`config.mk`:
```
export PLATFORM = sky130hd
export DESIGN_NAME = bytealign_unit
export DESIGN_NICKNAME = d
export VERILOG_FILES = /design/src/rtl/bytealign_pkg.sv /design/src/rtl/bytealign_idx_reg.sv /design/src/rtl/bytealign_shifter.sv /design/src/rtl/bytealign_unit.sv
export SDC_FILE = /design/constraint.sdc
export NUM_CORES = 1
export LEC_CHECK = 0
export ABC_AREA = 0
export BUFFER_PORTS_ARGS = -buffer_cell sky130_fd_sc_hd__buf_4
export CORE_ASPECT_RATIO = 1.25
export CORE_MARGIN = 2
export CORE_UTILIZATION = 36
export DETAILED_ROUTE_END_ITERATION = 8
export PLACE_DENSITY = 0.59
export SETUP_SLACK_MARGIN = 0.1
export SYNTH_ARGS = -nofsm -noshare
export SYNTH_HDL_FRONTEND = slang
export SYNTH_SLANG_ARGS = --single-unit
```
`constraint.sdc`:
```
create_clock -name clk_i -period 3.7 [get_ports clk_i]
set_input_delay 0.74 -clock clk_i [delete_from_list [all_inputs] [get_ports clk_i]]
set_output_delay 0.74 -clock clk_i [all_outputs]
set_load 0.02 [all_outputs]
```
`src/rtl/bytealign_pkg.sv`:
```
package bytealign_pkg;
  typedef enum logic {
    END_LITTLE = 1'b0,
    END_BIG    = 1'b1
  } endian_e;
endpackage

```
`src/rtl/bytealign_idx_reg.sv`:
```
module bytealign_idx_reg #(
  parameter int IDX_W  = 8,
  parameter int AL_W   = 2,
  parameter int WR_LAT = 3
) (
  input  logic             clk_i,
  input  logic             rst_ni,
  input  logic             wr_en_i,
  input  logic [IDX_W-1:0] wr_data_i,
  output logic [IDX_W-1:0] rd_data_o,
  output logic [AL_W-1:0]  eff_o
);
  logic [IDX_W-1:0] idx_q, rd_q;

  always_ff @(posedge clk_i or negedge rst_ni) begin
    if (!rst_ni) begin
      idx_q <= '0;
      rd_q  <= '0;
    end else begin
      if (wr_en_i) idx_q <= wr_data_i;
      rd_q <= idx_q;
    end
  end

  assign rd_data_o = rd_q;

  // only the align bits travel down the delay chain
  if (WR_LAT <= 1) begin : g_nodly
    assign eff_o = idx_q[AL_W-1:0];
  end else begin : g_dly
    logic [WR_LAT-2:0][AL_W-1:0] dly_q;
    always_ff @(posedge clk_i or negedge rst_ni) begin
      if (!rst_ni) begin
        dly_q <= '0;
      end else begin
        dly_q[0] <= idx_q[AL_W-1:0];
        for (int i = 1; i < WR_LAT - 1; i++) dly_q[i] <= dly_q[i-1];
      end
    end
    assign eff_o = dly_q[WR_LAT-2];
  end
endmodule

```
`src/rtl/bytealign_shifter.sv`:
```
module bytealign_shifter
  import bytealign_pkg::*;
#(
  parameter int DATA_W = 32,
  parameter int AL_W   = 2
) (
  input  logic [DATA_W-1:0] cur_i,
  input  logic [DATA_W-1:0] tmp_i,
  input  logic [AL_W-1:0]   align_i,
  input  endian_e           mode_i,
  output logic [DATA_W-1:0] res_o
);
  localparam int NB    = DATA_W / 8;
  localparam int OFF_W = AL_W + 1;

  logic [2*DATA_W-1:0] win;
  logic [OFF_W-1:0]    off;

  assign win = {cur_i, tmp_i};
  // byte offset of the result's lowest lane within the window
  assign off = (mode_i == END_BIG) ? OFF_W'(NB) - OFF_W'(align_i) : OFF_W'(align_i);

  for (genvar j = 0; j < NB; j++) begin : g_lane
    logic [OFF_W:0] src;
    assign src = (OFF_W+1)'(off) + (OFF_W+1)'(j);
    assign res_o[8*j +: 8] = win[8*src +: 8];
  end
endmodule

```
`src/rtl/bytealign_unit.sv`:
```
module bytealign_unit
  import bytealign_pkg::*;
#(
  parameter int DATA_W = 32,
  parameter int IDX_W  = 8,
  parameter int WR_LAT = 3
) (
  input  logic              clk_i,
  input  logic              rst_ni,
  input  logic              valid_i,
  input  logic              align_i,
  input  logic              src_sel_i,
  input  logic              big_endian_i,
  input  logic [DATA_W-1:0] op_a_i,
  input  logic [DATA_W-1:0] op_b_i,
  input  logic              idx_wr_i,
  input  logic [IDX_W-1:0]  idx_wdata_i,
  output logic [IDX_W-1:0]  idx_rdata_o,
  output logic [DATA_W-1:0] res_o,
  output logic              res_valid_o
);
  localparam int NB   = DATA_W / 8;
  localparam int AL_W = $clog2(NB);

  logic [DATA_W-1:0] cur_op, cap_op, temp_q, aligned, res_q;
  logic [AL_W-1:0]   idx_eff;
  logic              res_valid_q;
  endian_e           mode;

  assign cur_op = src_sel_i ? op_a_i : op_b_i;
  assign cap_op = src_sel_i ? op_b_i : op_a_i;
  assign mode   = endian_e'(big_endian_i);

  always_ff @(posedge clk_i or negedge rst_ni) begin
    if (!rst_ni)      temp_q <= '0;
    else if (valid_i) temp_q <= cap_op;
  end

  bytealign_idx_reg #(
    .IDX_W (IDX_W),
    .AL_W  (AL_W),
    .WR_LAT(WR_LAT)
  ) u_idx (
    .clk_i    (clk_i),
    .rst_ni   (rst_ni),
    .wr_en_i  (idx_wr_i),
    .wr_data_i(idx_wdata_i),
    .rd_data_o(idx_rdata_o),
    .eff_o    (idx_eff)
  );

  bytealign_shifter #(
    .DATA_W(DATA_W),
    .AL_W  (AL_W)
  ) u_shf (
    .cur_i  (cur_op),
    .tmp_i  (temp_q),
    .align_i(idx_eff),
    .mode_i (mode),
    .res_o  (aligned)
  );

  always_ff @(posedge clk_i or negedge rst_ni) begin
    if (!rst_ni) begin
      res_q       <= '0;
      res_valid_q <= 1'b0;
    end else begin
      res_valid_q <= valid_i & align_i;
      if (valid_i && align_i) res_q <= aligned;
    end
  end

  assign res_o       = res_q;
  assign res_valid_o = res_valid_q;
endmodule

```
After elaboration in Yosys (flattened, before gate mapping):

Index checks and enable logic that the tools add are counted.

* register bits: 85
* bits of input ports: 79
* output and inout port bits: 41
* logic and storage cells: 20

* add/subtract/negate cells: 4
* shift operators: 4
* muxes and demuxes: 3
* bitwise logic cells: 1
* reductions and logical operators: 1

Operators with widths (count)
* $shiftx A64 B8 Y8: 3
* $mux W32: 2
* $shiftx A64 B7 Y8: 1
* $add A3 B2 Y4 const B: 2
* $add A3 B1 Y4 const B: 1
* $mux W3: 1
* $sub A3 B2 Y3 const A: 1
* $and A1 B1 Y1: 1
* $logic_and A1 B1 Y1: 1

Depth between registers and ports, before layout:

* word-level depth: 4
* depth in mapped cells: 9
* depth with buffers taken out: 6

Modules after synthesis:

From an unflattened synthesis, not the netlist that was laid out.

* cell total of the unflattened synthesis: 413
* area, all modules: 5496.5 µm²

Modules (own cells, without submodules)
* bytealign_unit: instances 1, cells each 244, area an instance 3225.6 µm², seq. area each 1626.6 µm²
* bytealign_shifter: instances 1, cells each 142, area an instance 1689.1 µm², seq. area each 0.0 µm²
* bytealign_idx_reg: instances 1, cells each 27, area an instance 581.8 µm², seq. area each 450.4 µm²

Worst setup path after synthesis:

Ideal clock, no wire load.

* path type: reg2reg
* start point: reg u_idx.g_dly.dly_q (netlist bit u_idx.eff_o[0])
* end point: reg res_q[5], in the netlist res_o[5]
* setup time: 0.135 ns
* data arrival time: 1.981 ns
* required time: 3.565 ns
* path slack: 1.584 ns
* cell stages (with the launch flop): 9
* buffers on the path: 2
* clock period less this slack: 2.116 ns
* cells stage by stage: dfrtp_1 -> inv_1 -> buf_2 -> ha_1 -> mux2i_4 -> buf_4 -> mux4_2 -> a22oi_1 -> o21ai_0

* longest elaborated chain between the ends: 3

Ends and longest elaborated chain
* from (decl): line bytealign_idx_reg.sv:31 `logic [WR_LAT-2:0][AL_W-1:0] dly_q;`
* $sub A3 B2 Y3: line bytealign_shifter.sv:21 `assign off = (mode_i == END_BIG) ? OFF_W'(NB) - OFF_W'(align_i) : OFF_W'(align_i);`
* $mux W3 (*): line bytealign_shifter.sv:21
* $shiftx A64 B7 Y8 (*): line bytealign_shifter.sv:26 `assign res_o[8*j +: 8] = win[8*src +: 8];`
* to (signal assigned): line bytealign_unit.sv:69 `if (valid_i && align_i) res_q <= aligned;`
* to (decl): line bytealign_unit.sv:25 `logic [DATA_W-1:0] cur_op, cap_op, temp_q, aligned, res_q;`

Every way passes the cells marked *; elsewhere a longest branch is shown, timed or not.
A chain may end at the register's enable or synchronous reset.

Final worst setup path:

* start point: reg u_idx.g_dly.dly_q (netlist bit u_idx.eff_o[0])
* end point: reg res_q[1], in the netlist res_o[1]

The elaborated chain is that of the path after synthesis.

==> run_results.csv <==
group,metric,value,unit
power,powerDensity,476,nW/um2
synthesis,ys_seq_area_frac,0.418,
global_routing,grt_pass1_vias,3945,
placement,place.port_buffers,119,
clock_network,root_buffer,"clkbuf_16",
critical_path,end_kind,"flop",
sta,rsz0062_at_grt,"false",
floorplanning,fp.coreArea,13600,um2
clock_network,numCtsBuffers,9,
global_routing,antenna_found_initial,0,
global_routing,track_usage,0.196,
power,power.leakage,2.82,nW
synthesis,synthesis.nets,527,
clock_network,clock_latency,340,ps
route,wl,14200,um
floorplanning,ios,120,
clock_network,clkTransAtPathRegs,70,ps
critical_path,setup.worst_path.start_class,"flop",
route,wl_per_cell,19.3,um
power,irDropWorstVdd,229,uV
placement,place_congestion,0.862,
sta,hold_viol,0,
job,drv_cap,0,
clock_network,ctsResizeCount,0,
clock_network,post_cts_buffers,0,
sta,fin_crit,2430,ps
finish,post-route-cell-area,6300,um2
finish,final_common_cell,"buf_4",
placement,dpl_cell_area,6000,um2
critical_path,crit_path_max_fanout,14,
finish,final_cell_mix,"buf_4 (134), dfrtp_1 (82), mux2i_1 (80), nor2_1 (49), a21oi_1 (49)",
floorplanning,initial_core_util,0.365,
critical_path,required,3920,ps
sta,finalCritPeriodShare,0.657,
sta,max_freq,0.411,GHz
global_routing,grt_pass1_wl,21900,um
run_status,outcome,"completed",
sta,setup_viol,0,
clock_network,cts_tree,"yes",
synthesis,netlist_instances,447,
route,drt-vias-per-instance,5.52,
route,drt_pass1_iterations,5,
sta,max_slew_margin,0.495,
finish,nNetsFinal,637,
placement,dp_hpwl,10800,um
finish,utilization,0.462,
synthesis,synth_warnings,0,
clock_network,htreeDepth,3,
min_path,hp-class,"flop to flop",
critical_path,arrival,2650,ps
route,drc,0,
finish,synthToLayoutAreaGrowth,26.7,%
clock_network,cts_sinks,83,
route,vias,4071,
route,ant_nets,0,
floorplanning,die-width,109,um
clock_network,max-clock-path-buffers,2,
sta,worstMarginPinSlew,757,ps
sta,fin_worst_skew,10.3,ps
critical_path,reg2reg_slack,1270,ps
floorplanning,dieArea,14800,um2
global_routing,overflow,0,
sta,setup_tns,0,ps
finish,num_antenna_cells,0,
route,drtIter0Drc,250,
sta,slew_viol_final,0,
finish,layout-drive-gt1-share,0.329,
floorplanning,rows,48,
critical_path,worst-setup-path-type,"flop to flop",
synthesis,netlist_area,4970,um2
global_routing,grt_max_degree,66,
synthesis,synth_cell_types,27,
synthesis,ys_ff_latch,83,
synthesis,syn_avg_cell_area,11.1,um2
floorplanning,dieHeight,135,um
clock_network,postCtsHoldBufs,0,
[through the flow]
stage               hold slack [ps]  setup WS, ps  std cells  power (mW)
finish                          373          1270        737        3.00
global route                    390          1080        737        3.13
CTS                             378          1250        737        3.01
detailed placement              358           970        721        2.09
global placement                357          1020        721        2.08
floorplan                       350          1580        447        1.69
[layer usage]
layer	up-vias	wire length, um	global-route usage
met5	-	0	0
met4	0	207	0.0570
met3	14	816	0.0443
met2	140	6510	0.285
met1	1985	6690	0.290
li1	1932	-	-
[critical path: stages, from the launching register on]
cell     delay, ps
dfrtp_2        400
inv_1           50
buf_4          240
ha_1           350
mux2i_4        470
buf_4          250
mux4_2         290
a22oi_1        160
o21ai_1         90
[synth_stat cells (all sizes together)]
master | number | share of area
mux2i | 81 | 0.17
nand2 | 27 | 0.020
a21oi | 49 | 0.049
o211ai | 8 | 0.012
o221ai | 8 | 0.014
o21ai | 26 | 0.026
and3b | 1 | 0.0018
clkinv | 1 | 0.00075
o22a | 9 | 0.016
inv | 2 | 0.0015
a22oi | 16 | 0.024
nor2 | 49 | 0.037
dfrtp | 83 | 0.42
nand3 | 1 | 0.0010
buf | 19 | 0.028
a221o | 8 | 0.016
nand4 | 1 | 0.0013
ha | 1 | 0.0025
clkbuf | 16 | 0.012
mux4 | 24 | 0.11
mux2 | 17 | 0.038
[where the power goes]
group          internal (mW)  total, mW  switching, mW  leakage [nW]
sequential              1.05       1.16          0.108         0.952
clock                  0.532      0.924          0.392         0.144
combinational          0.427      0.916          0.490          1.73
total                   2.01       3.00          0.990          2.82
[worst paths after layout]
path	from	endpoint	cells after the start
setup / recovery	u_idx.eff_o[0]$_DFF_PN0_	res_o[1]$_DFFE_PN0P_	8
hold / removal	u_idx.idx_q[1]$_DFFE_PN0P_	u_idx.rd_data_o[1]$_DFF_PN0_	0
setup reg to reg	u_idx.eff_o[0]$_DFF_PN0_	res_o[1]$_DFFE_PN0P_	8
hold reg to reg	u_idx.idx_q[1]$_DFFE_PN0P_	u_idx.rd_data_o[1]$_DFF_PN0_	0
max in group asynchronous	rst_ni	res_o[31]$_DFFE_PN0P_	2
min in group asynchronous	rst_ni	temp_q[21]$_DFFE_PN0P_	1
[cell families after synthesis]
kind of cell | after synthesis | share of synthesized area
fa+ha+maj | 1 | 0.00252
compound gates | 124 | 0.158
flops | 83 | 0.418
mux | 122 | 0.318
buf+inv | 38 | 0.0428
simple gates | 79 | 0.0614
[state kept, by name (all words and copies together) (netlist names)]
| name | count |
|---|---|
| res_valid_o | 1 |
| u_idx.rd_data_o | 7 |
| u_idx.eff_o | 2 |
| res_o | 32 |
| u_idx.g_dly.dly_q | 1 |
| temp_q | 32 |
| u_idx.idx_q | 8 |
[layout make-up]
| cell class | instances | area [um2] |
|---|---|---|
| clock inverters | 6 | 72.6 |
| fillers | 1283 | 7330 |
| clock buffers | 10 | 229 |
| well taps | 175 | 219 |
| multi-input cells | 326 | 2680 |
| repair buffers | 134 | 1010 |
| inverters | 3 | 11.3 |
| flip-flops and latches | 83 | 2080 |
Note: power is estimated with default switching activity, not from simulation.
